==> config.mk <==
export PLATFORM = sky130hd
export DESIGN_NAME = ref_ratio_divider
export DESIGN_NICKNAME = d
export VERILOG_FILES = /design/src/rtl/refdiv_pkg.sv /design/src/rtl/refdiv_decode.sv /design/src/rtl/refdiv_ratio_hold.sv /design/src/rtl/refdiv_counter.sv /design/src/rtl/refdiv_tport.sv /design/src/rtl/refdiv_rst_sync.sv /design/src/rtl/ref_ratio_divider.sv
export SDC_FILE = /design/constraint.sdc
export NUM_CORES = 1
export LEC_CHECK = 0
export BUFFER_PORTS_ARGS = -buffer_cell sky130_fd_sc_hd__buf_2
export CAP_MARGIN = 20
export CORE_MARGIN = 4
export CORE_UTILIZATION = 56
export DETAILED_ROUTE_END_ITERATION = 10
export PLACE_DENSITY = 0.78
export SYNTH_ARGS = -nofsm -noshare
export SYNTH_HDL_FRONTEND = slang
export SYNTH_SLANG_ARGS = --single-unit
==> constraint.sdc <==
create_clock -name clk_ref -period 0.9 [get_ports clk_ref]
set_input_delay 0.18 -clock clk_ref [delete_from_list [all_inputs] [get_ports clk_ref]]
set_output_delay 0.18 -clock clk_ref [all_outputs]
set_load 0.005 [all_outputs]
==> src/rtl/refdiv_pkg.sv <==
package refdiv_pkg;
  localparam int CODE_W  = 5;
  localparam int GRP_W   = 2;
  localparam int EXP_W   = CODE_W - GRP_W;
  localparam int TSEL_W  = 3;
  localparam int RATIO_W = 9;

  typedef logic [RATIO_W-1:0] ratio_t;

  typedef struct packed {
    logic   legal;
    ratio_t ratio;
  } decode_t;

  localparam ratio_t RESET_RATIO = ratio_t'(2);
endpackage

==> src/rtl/refdiv_decode.sv <==
module refdiv_decode
  import refdiv_pkg::*;
(
  input  logic [CODE_W-1:0] code,
  output decode_t           dec
);
  logic [GRP_W-1:0] grp;
  logic [EXP_W-1:0] expo;
  ratio_t           base;
  logic [EXP_W-1:0] shamt;

  assign grp  = code[CODE_W-1:EXP_W];
  assign expo = code[EXP_W-1:0];

  always_comb begin
    base  = ratio_t'(2);
    shamt = expo;
    dec.legal = 1'b1;
    unique case (grp)
      2'd0: begin
        base  = ratio_t'(2);
        shamt = expo;
      end
      default: begin
        base  = ratio_t'(grp) + ratio_t'(4);
        shamt = expo - EXP_W'(1);
        dec.legal = (expo != '0);
      end
    endcase
    dec.ratio = dec.legal ? (base << shamt) : '0;
  end
endmodule

==> src/rtl/refdiv_ratio_hold.sv <==
module refdiv_ratio_hold
  import refdiv_pkg::*;
(
  input  logic    clk,
  input  logic    rst_n,
  input  decode_t dec,
  output ratio_t  held_ratio,
  output logic    bad_q
);
  ratio_t ratio_q, ratio_d;
  logic   ratio_en;
  logic   bad_d;

  assign ratio_en = dec.legal;

  always_comb begin
    ratio_d = ratio_q;
    if (ratio_en) ratio_d = dec.ratio;
    bad_d = ~dec.legal;
  end

  always_ff @(posedge clk or negedge rst_n) begin
    if (!rst_n) begin
      ratio_q <= RESET_RATIO;
      bad_q   <= 1'b0;
    end else begin
      ratio_q <= ratio_d;
      bad_q   <= bad_d;
    end
  end

  assign held_ratio = ratio_q;
endmodule

==> src/rtl/refdiv_counter.sv <==
module refdiv_counter
  import refdiv_pkg::*;
(
  input  logic   clk,
  input  logic   rst_n,
  input  ratio_t reload_ratio,
  output logic   pulse_q
);
  ratio_t cnt_q, cnt_d;
  logic   terminal;
  logic   pulse_d;

  assign terminal = (cnt_q == '0);

  always_comb begin
    if (terminal) cnt_d = reload_ratio - ratio_t'(1);
    else          cnt_d = cnt_q - ratio_t'(1);
    pulse_d = terminal;
  end

  always_ff @(posedge clk or negedge rst_n) begin
    if (!rst_n) begin
      cnt_q   <= '0;
      pulse_q <= 1'b0;
    end else begin
      cnt_q   <= cnt_d;
      pulse_q <= pulse_d;
    end
  end
endmodule

==> src/rtl/refdiv_tport.sv <==
module refdiv_tport
  import refdiv_pkg::*;
(
  input  logic [TSEL_W-1:0] sel,
  input  logic              pulse,
  output logic              pin
);
  logic route;

  assign route = sel[TSEL_W-1] & (|sel[TSEL_W-2:0]);
  assign pin   = route & pulse;
endmodule

==> src/rtl/refdiv_rst_sync.sv <==
module refdiv_rst_sync #(
  parameter int STAGES = 2
) (
  input  logic clk,
  input  logic arst_n,
  output logic rst_n
);
  logic [STAGES-1:0] sh_q;

  generate
    if (STAGES == 1) begin : g_one
      always_ff @(posedge clk or negedge arst_n) begin
        if (!arst_n) sh_q <= '0;
        else         sh_q <= 1'b1;
      end
    end else begin : g_many
      always_ff @(posedge clk or negedge arst_n) begin
        if (!arst_n) sh_q <= '0;
        else         sh_q <= {sh_q[STAGES-2:0], 1'b1};
      end
    end
  endgenerate

  assign rst_n = sh_q[STAGES-1];
endmodule

==> src/rtl/ref_ratio_divider.sv <==
module ref_ratio_divider
  import refdiv_pkg::*;
#(
  parameter int SYNC_STAGES = 2
) (
  input  logic              clk_ref,
  input  logic              arst_n,
  input  logic [CODE_W-1:0] ratio_code,
  input  logic [TSEL_W-1:0] test_sel,
  output logic              fcomp,
  output logic              code_bad,
  output logic              tport
);
  logic    rst_n_int;
  decode_t dec;
  ratio_t  held_ratio;

  refdiv_rst_sync #(.STAGES(SYNC_STAGES)) u_rst (
    .clk    (clk_ref),
    .arst_n (arst_n),
    .rst_n  (rst_n_int)
  );

  refdiv_decode u_dec (
    .code (ratio_code),
    .dec  (dec)
  );

  refdiv_ratio_hold u_hold (
    .clk        (clk_ref),
    .rst_n      (rst_n_int),
    .dec        (dec),
    .held_ratio (held_ratio),
    .bad_q      (code_bad)
  );

  refdiv_counter u_cnt (
    .clk          (clk_ref),
    .rst_n        (rst_n_int),
    .reload_ratio (held_ratio),
    .pulse_q      (fcomp)
  );

  refdiv_tport u_tp (
    .sel   (test_sel),
    .pulse (fcomp),
    .pin   (tport)
  );
endmodule

After elaboration in Yosys (flattened, before gate mapping) --
Index checks and enable logic that the tools add are counted.
Storage, ports and cells: bits in registers 22, latch bits 0, RAM bits 0, memory bits (read-only) 0, input port bits 10, output and inout port bits 3, logic and storage cells 21, memories kept 0
Operators by class: add/subtract/negate cells 4, $mul 0, divide/modulo/power cells 0, $lt $le $gt $ge 0, eq/ne operators 0, shift-type cells 1, mux-type cells 4, bitwise gates (word level) 3, reductions and logical operators 4
Operators by type and width (number):
- two-way mux 9 bit | 2
- subtractor 9 x 1 -> 9 bit (second input constant) | 2
- logical NOT 9 bit | 1
- << shifter 9 x 3 -> 9 bit | 1
- adder 2 x 3 -> 4 bit (second input constant) | 1
- two-way mux 3 bit | 1
- nonzero test 3 bit | 1
- subtractor 3 x 1 -> 3 bit (second input constant) | 1
- bitwise AND 1 bit | 2
- logical NOT 2 bit | 1
- OR reduction 2 bit | 1
- two-way mux 1 bit | 1
- inverter 1 bit | 1

Longest topological paths before layout --
word-level depth 3, depth in mapped cells 9, gate-level depth less buffers 8

Hierarchy --
A second synthesis with hierarchy kept.
Unflattened totals: cell total of the unflattened synthesis 125, area total of the unflattened synthesis 1323.8 um^2
By module, submodules not included:
- refdiv_counter | instances 1, cells an instance 59, area an instance 590.6 um^2, seq. area each 250.2 um^2
- refdiv_ratio_hold | instances 1, cells an instance 21, area an instance 401.6 um^2, seq. area each 251.5 um^2
- refdiv_decode | instances 1, cells an instance 41, area an instance 267.8 um^2, seq. area each 0.0 um^2
- refdiv_rst_sync | instances 1, cells an instance 3, area an instance 53.8 um^2, seq. area each 50.0 um^2
- refdiv_tport | instances 1, cells an instance 1, area an instance 10.0 um^2, seq. area each 0.0 um^2

Worst setup path before layout --
Ideal clock, no wire load.
kind register to register, from reg u_cnt.cnt_q[5], to reg u_cnt.cnt_q[6], library setup time 90 ps, data arrival time 2458 ps, required time 810 ps, setup slack -1649 ps, stages on the path, launching flop included 9, path buffers 1, period minus slack after synthesis 2549 ps, path through dfrtp_1 > or4_1 > clkbuf_1 > nor3_2 > a21oi_1 > ha_1 > or4b_1 > or4_1 > o221ai_1
Between the ends: longest elaborated chain between the ends 2, elaborated cells between the ends (all ways) 3, those cells by class 1 x add/sub; 1 x mux; 1 x reduce/logical
RTL lines:
- from (decl) | RTL line refdiv_counter.sv:9 | ratio_t cnt_q, cnt_d;
- from (signal assigned) | RTL line refdiv_counter.sv:26 | cnt_q <= cnt_d;
- logical NOT 9 bit | RTL line refdiv_counter.sv:13 | assign terminal = (cnt_q == '0);
- named net u_cnt.pulse_d | RTL line refdiv_counter.sv:11 | logic pulse_d;
- two-way mux 9 bit | RTL line refdiv_counter.sv:16 | if (terminal) cnt_d = reload_ratio - ratio_t'(1);
- named net u_cnt.cnt_d[6] | RTL line refdiv_counter.sv:9
The timed path passes the listed nets, and every way through them passes these cells. A chain may end at the register's enable or synchronous reset.

Worst setup path after layout --
from reg u_cnt.cnt_q[3], to reg u_cnt.cnt_q[6]
Same word-level chain as after synthesis.

==> results.sh <==
export IMPL_status="complete, but fails checks"
export IMPL_failed_checks="setup timing"
export IMPL_crit_path_max_fanout=4
export IMPL_grt_usage_pct=29.0
export IMPL_period_needed_ns=2.41
export IMPL_die_area_um2=3120
export IMPL_cts_tree="built"
export IMPL_synthDistinctLibCells=43
export IMPL_critical_path_arrival_ns=2.60
export IMPL_fill_cells=54
export IMPL_worst_pin_slew_ns=0.512
export IMPL_drt_wl_total_um=6070
export IMPL_drt_iter0_drc=178
export IMPL_clock_sinks=22
export IMPL_yosysWarningCount=0
export IMPL_start_kind="flip-flop"
export IMPL_overflow=0
export IMPL_ys_seq_area_share_pct=42.9
export IMPL_drt_drc_violations_left=0
export IMPL_cts_buffers=3
export IMPL_ys_flop_type="dfrtp_1"
export IMPL_routedWlPerCell_um=26.9
export IMPL_final_cell_count_no_fill=226
export IMPL_grt_pass1_vias=1505
export IMPL_synth_area_per_cell_um2=9.24
export IMPL_path_cells="or4_4 -> nor3_4 -> a21oi_2 -> ha_4 -> or4b_4 -> nor4_1 -> o221ai_2"
export IMPL_worstPathRequired_ns=1.09
export IMPL_r2r_end="u_cnt.cnt_q[6]"
export IMPL_preCtsSetupSlack_ns=-1.31
export IMPL_antenna_found_initial=0
export IMPL_final_nets=213
export IMPL_start_util_pct=58.7
export IMPL_final_hold_viol_count=0
export IMPL_vias=1658
export IMPL_io_pins=13
export IMPL_async_reset_ff_share_pct=100
export IMPL_rsz0062_at_grt="yes"
export IMPL_period_share_pct=268
export IMPL_postRouteAntennaNets=0
export IMPL_fmax_mhz=415
export IMPL_clk_pin_slew_ns=0.14
export IMPL_grt_pass1_wl_um=7040
export IMPL_rr_worst_depth=7
export IMPL_worst_slack_ns=-1.51
export IMPL_critPathKind="flip-flop to flip-flop"
export IMPL_dieWidth_um=55.9
export IMPL_clk_path_buf_depth=2
export IMPL_max_stage_delay_ns=0.50
export IMPL_finClkSkew_ns=0.0181
export IMPL_regToRegSetupSlack_ns=-1.51
export IMPL_grt_max_degree=21
export IMPL_rows=17
export IMPL_setup_viol=23
export IMPL_syn_nets=153
export IMPL_slowest_stage="or4b_4"
export IMPL_post_route_cells_drive_above_1_share_pct=56.6
export IMPL_numPortBuffers=12
export IMPL_cap_violations=0
export IMPL_placedCellCount=209
export IMPL_endpoint_kind="flip-flop"
export IMPL_rr_startpoint="u_cnt.cnt_q[3]"
export IMPL_hp_class="input port to asynchronous set/reset pin"
export IMPL_antenna_cells=0
export IMPL_vias_per_cell=7.34
export IMPL_areaGrowthSynthToFinish_pct=62.8
export IMPL_p_leak_nw=0.943
export IMPL_ir_drop_uv=2000
export IMPL_synthTopCellsByArea="dfrtp_1 (41%), nand2_1 (4.1%), ha_1 (3.9%)"
export IMPL_die_y_um=55.9
export IMPL_firstDrtPassIters=5
export IMPL_core_area_um2=2190
export IMPL_power_density_nw_per_um2=2130
export IMPL_syn_instance_count=139
export IMPL_maxSlewHeadroom_pct=65.5
export IMPL_synth_edff_count=0
export IMPL_insertion_delay_ns=0.33
export IMPL_finalPower_mw=4.46
export IMPL_slew_violations=0
export IMPL_cts_max_level=1
export IMPL_setup_tns_ns=-14.76
export IMPL_synth_top_area_share_pct=40.9
export IMPL_synth_area_leader_cell="dfrtp_1"
export IMPL_gp_congestion=0.956
export IMPL_syn_cell_area_um2=1280
export IMPL_hpwl_um=2580
export IMPL_ys_ff_latch=22
export IMPL_cts_root_buf="clkbuf_4"
flip-flops by register name (all words and copies together) (netlist names):
register,cells
u_cnt.cnt_q,9
u_hold.held_ratio,9
u_rst.sh_q,2
u_cnt.pulse_q,1
u_hold.bad_q,1
metrics by stage:
| step | util, % | cell area [um2] | hold WS [ns] |
|---|---|---|---|
| 2_1_floorplan | - | 1400 | -0.116 |
| 3_3_place_gp | 76.8 | 1680 | -0.0361 |
| 3_5_place_dp | 76.8 | 1680 | -0.0326 |
| 4_1_cts | 87.4 | 1910 | 0.153 |
| 5_1_grt | 95.5 | 2090 | 0.108 |
| 6_report | 95.5 | 2090 | 0.138 |
layout by cell type (no fill, tap or decap), types with 3 or more instances in the layout:
cell | synthesis | layout
buf_4 | 0 | 46
nor3_1 | 8 | 4
or4_4 | 1 | 5
nand2_1 | 14 | 12
clkbuf_4 | 0 | 3
ha_4 | 0 | 4
nor4_1 | 3 | 3
nor2_1 | 8 | 7
o21ai_1 | 0 | 4
nor3_2 | 1 | 3
o31ai_1 | 3 | 3
o21ai_0 | 10 | 3
dfrtp_1 | 21 | 21
a22o_1 | 4 | 4
buf_2 | 1 | 9
nand3_2 | 0 | 4
buf_6 | 0 | 8
worst max-delay path by stage:
stage	startpoint	end	slack, ns	depth (start not counted)
after floorplan	u_cnt.cnt_q[5]	u_cnt.cnt_q[6]	-1.28	8
after global placement	u_cnt.cnt_q[1]	u_cnt.cnt_q[4]	-1.16	8
after detailed placement	u_cnt.cnt_q[3]	u_cnt.cnt_q[8]	-1.31	8
after CTS	u_cnt.cnt_q[5]	u_cnt.cnt_q[4]	-1.20	8
after global routing	u_cnt.cnt_q[0]	u_cnt.cnt_q[4]	-1.55	8
final	u_cnt.cnt_q[3]	u_cnt.cnt_q[6]	-1.51	7
power by group:
part / total (mW) / switching [mW] / internal, mW
sequential: 1.45 / 0.225 / 1.23
combinational: 2.23 / 1.25 / 0.987
clock: 0.776 / 0.325 / 0.451
critical path, delay by kind of cell (launching register included):
| kind | cells | cell delay, ns |
|---|---|---|
| flops | 1 | 0.43 |
| simple gates | 4 | 1.23 |
| fa+ha+maj | 1 | 0.19 |
| compound gates | 2 | 0.42 |
metal layers:
| metal | vias to the layer above | share of wire, % | GRT usage, % |
|---|---|---|---|
| met4 | 0 | 10 | 19.0 |
| met3 | 74 | 13 | 3.94 |
| li1 | 637 | - | - |
| met5 | - | 0 | 0 |
| met2 | 191 | 44 | 50.8 |
| met1 | 756 | 32 | 32.5 |
synthesized netlist by cell type, types with 3 or more instances:
master	instances
o31ai_1	3
nand2_1	14
a21oi_1	6
nor4_1	3
dfrtp_1	21
or4_1	4
a22o_1	4
nor3_1	8
nand3_1	5
o21ai_0	10
mux2i_1	3
ha_1	4
clkbuf_1	8
nor2_1	8
inv_1	4
area by class of cell:
cell class,instances,area [um2],area share [%]
Sequential cell,22,552,26.4
Timing Repair Buffer,64,490,23.4
Clock inverter,1,30.0,1.44
Multi-Input combinational cell,104,945,45.2
Clock buffer,3,22.5,1.08
Tap cell,28,35.0,1.67
Inverter,4,17.5,0.837
timing repair:
action,in CTS,in global routing
buffers inserted,9,8
gates resized for setup,29,27
pin swaps,12,18
hold buffers,1,0
setup endpoints to repair,22,23
endpoints found under the hold margin,2,0
cell families (layout without fill, tap and decap cells):
family	after synthesis	after routing	share of synthesized area (%)
muxes	5	5	4.09
other	1	1	0.292
DFF	22	22	42.9
buffers and inverters	13	72	3.89
and+or+nand+nor	53	53	22.1
adders and majority gates	4	4	3.89
xor gates and xnor gates	4	4	2.73
AOI/OAI and AO/OA	37	37	20.1
Note: power is estimated with default switching activity, not from simulation.
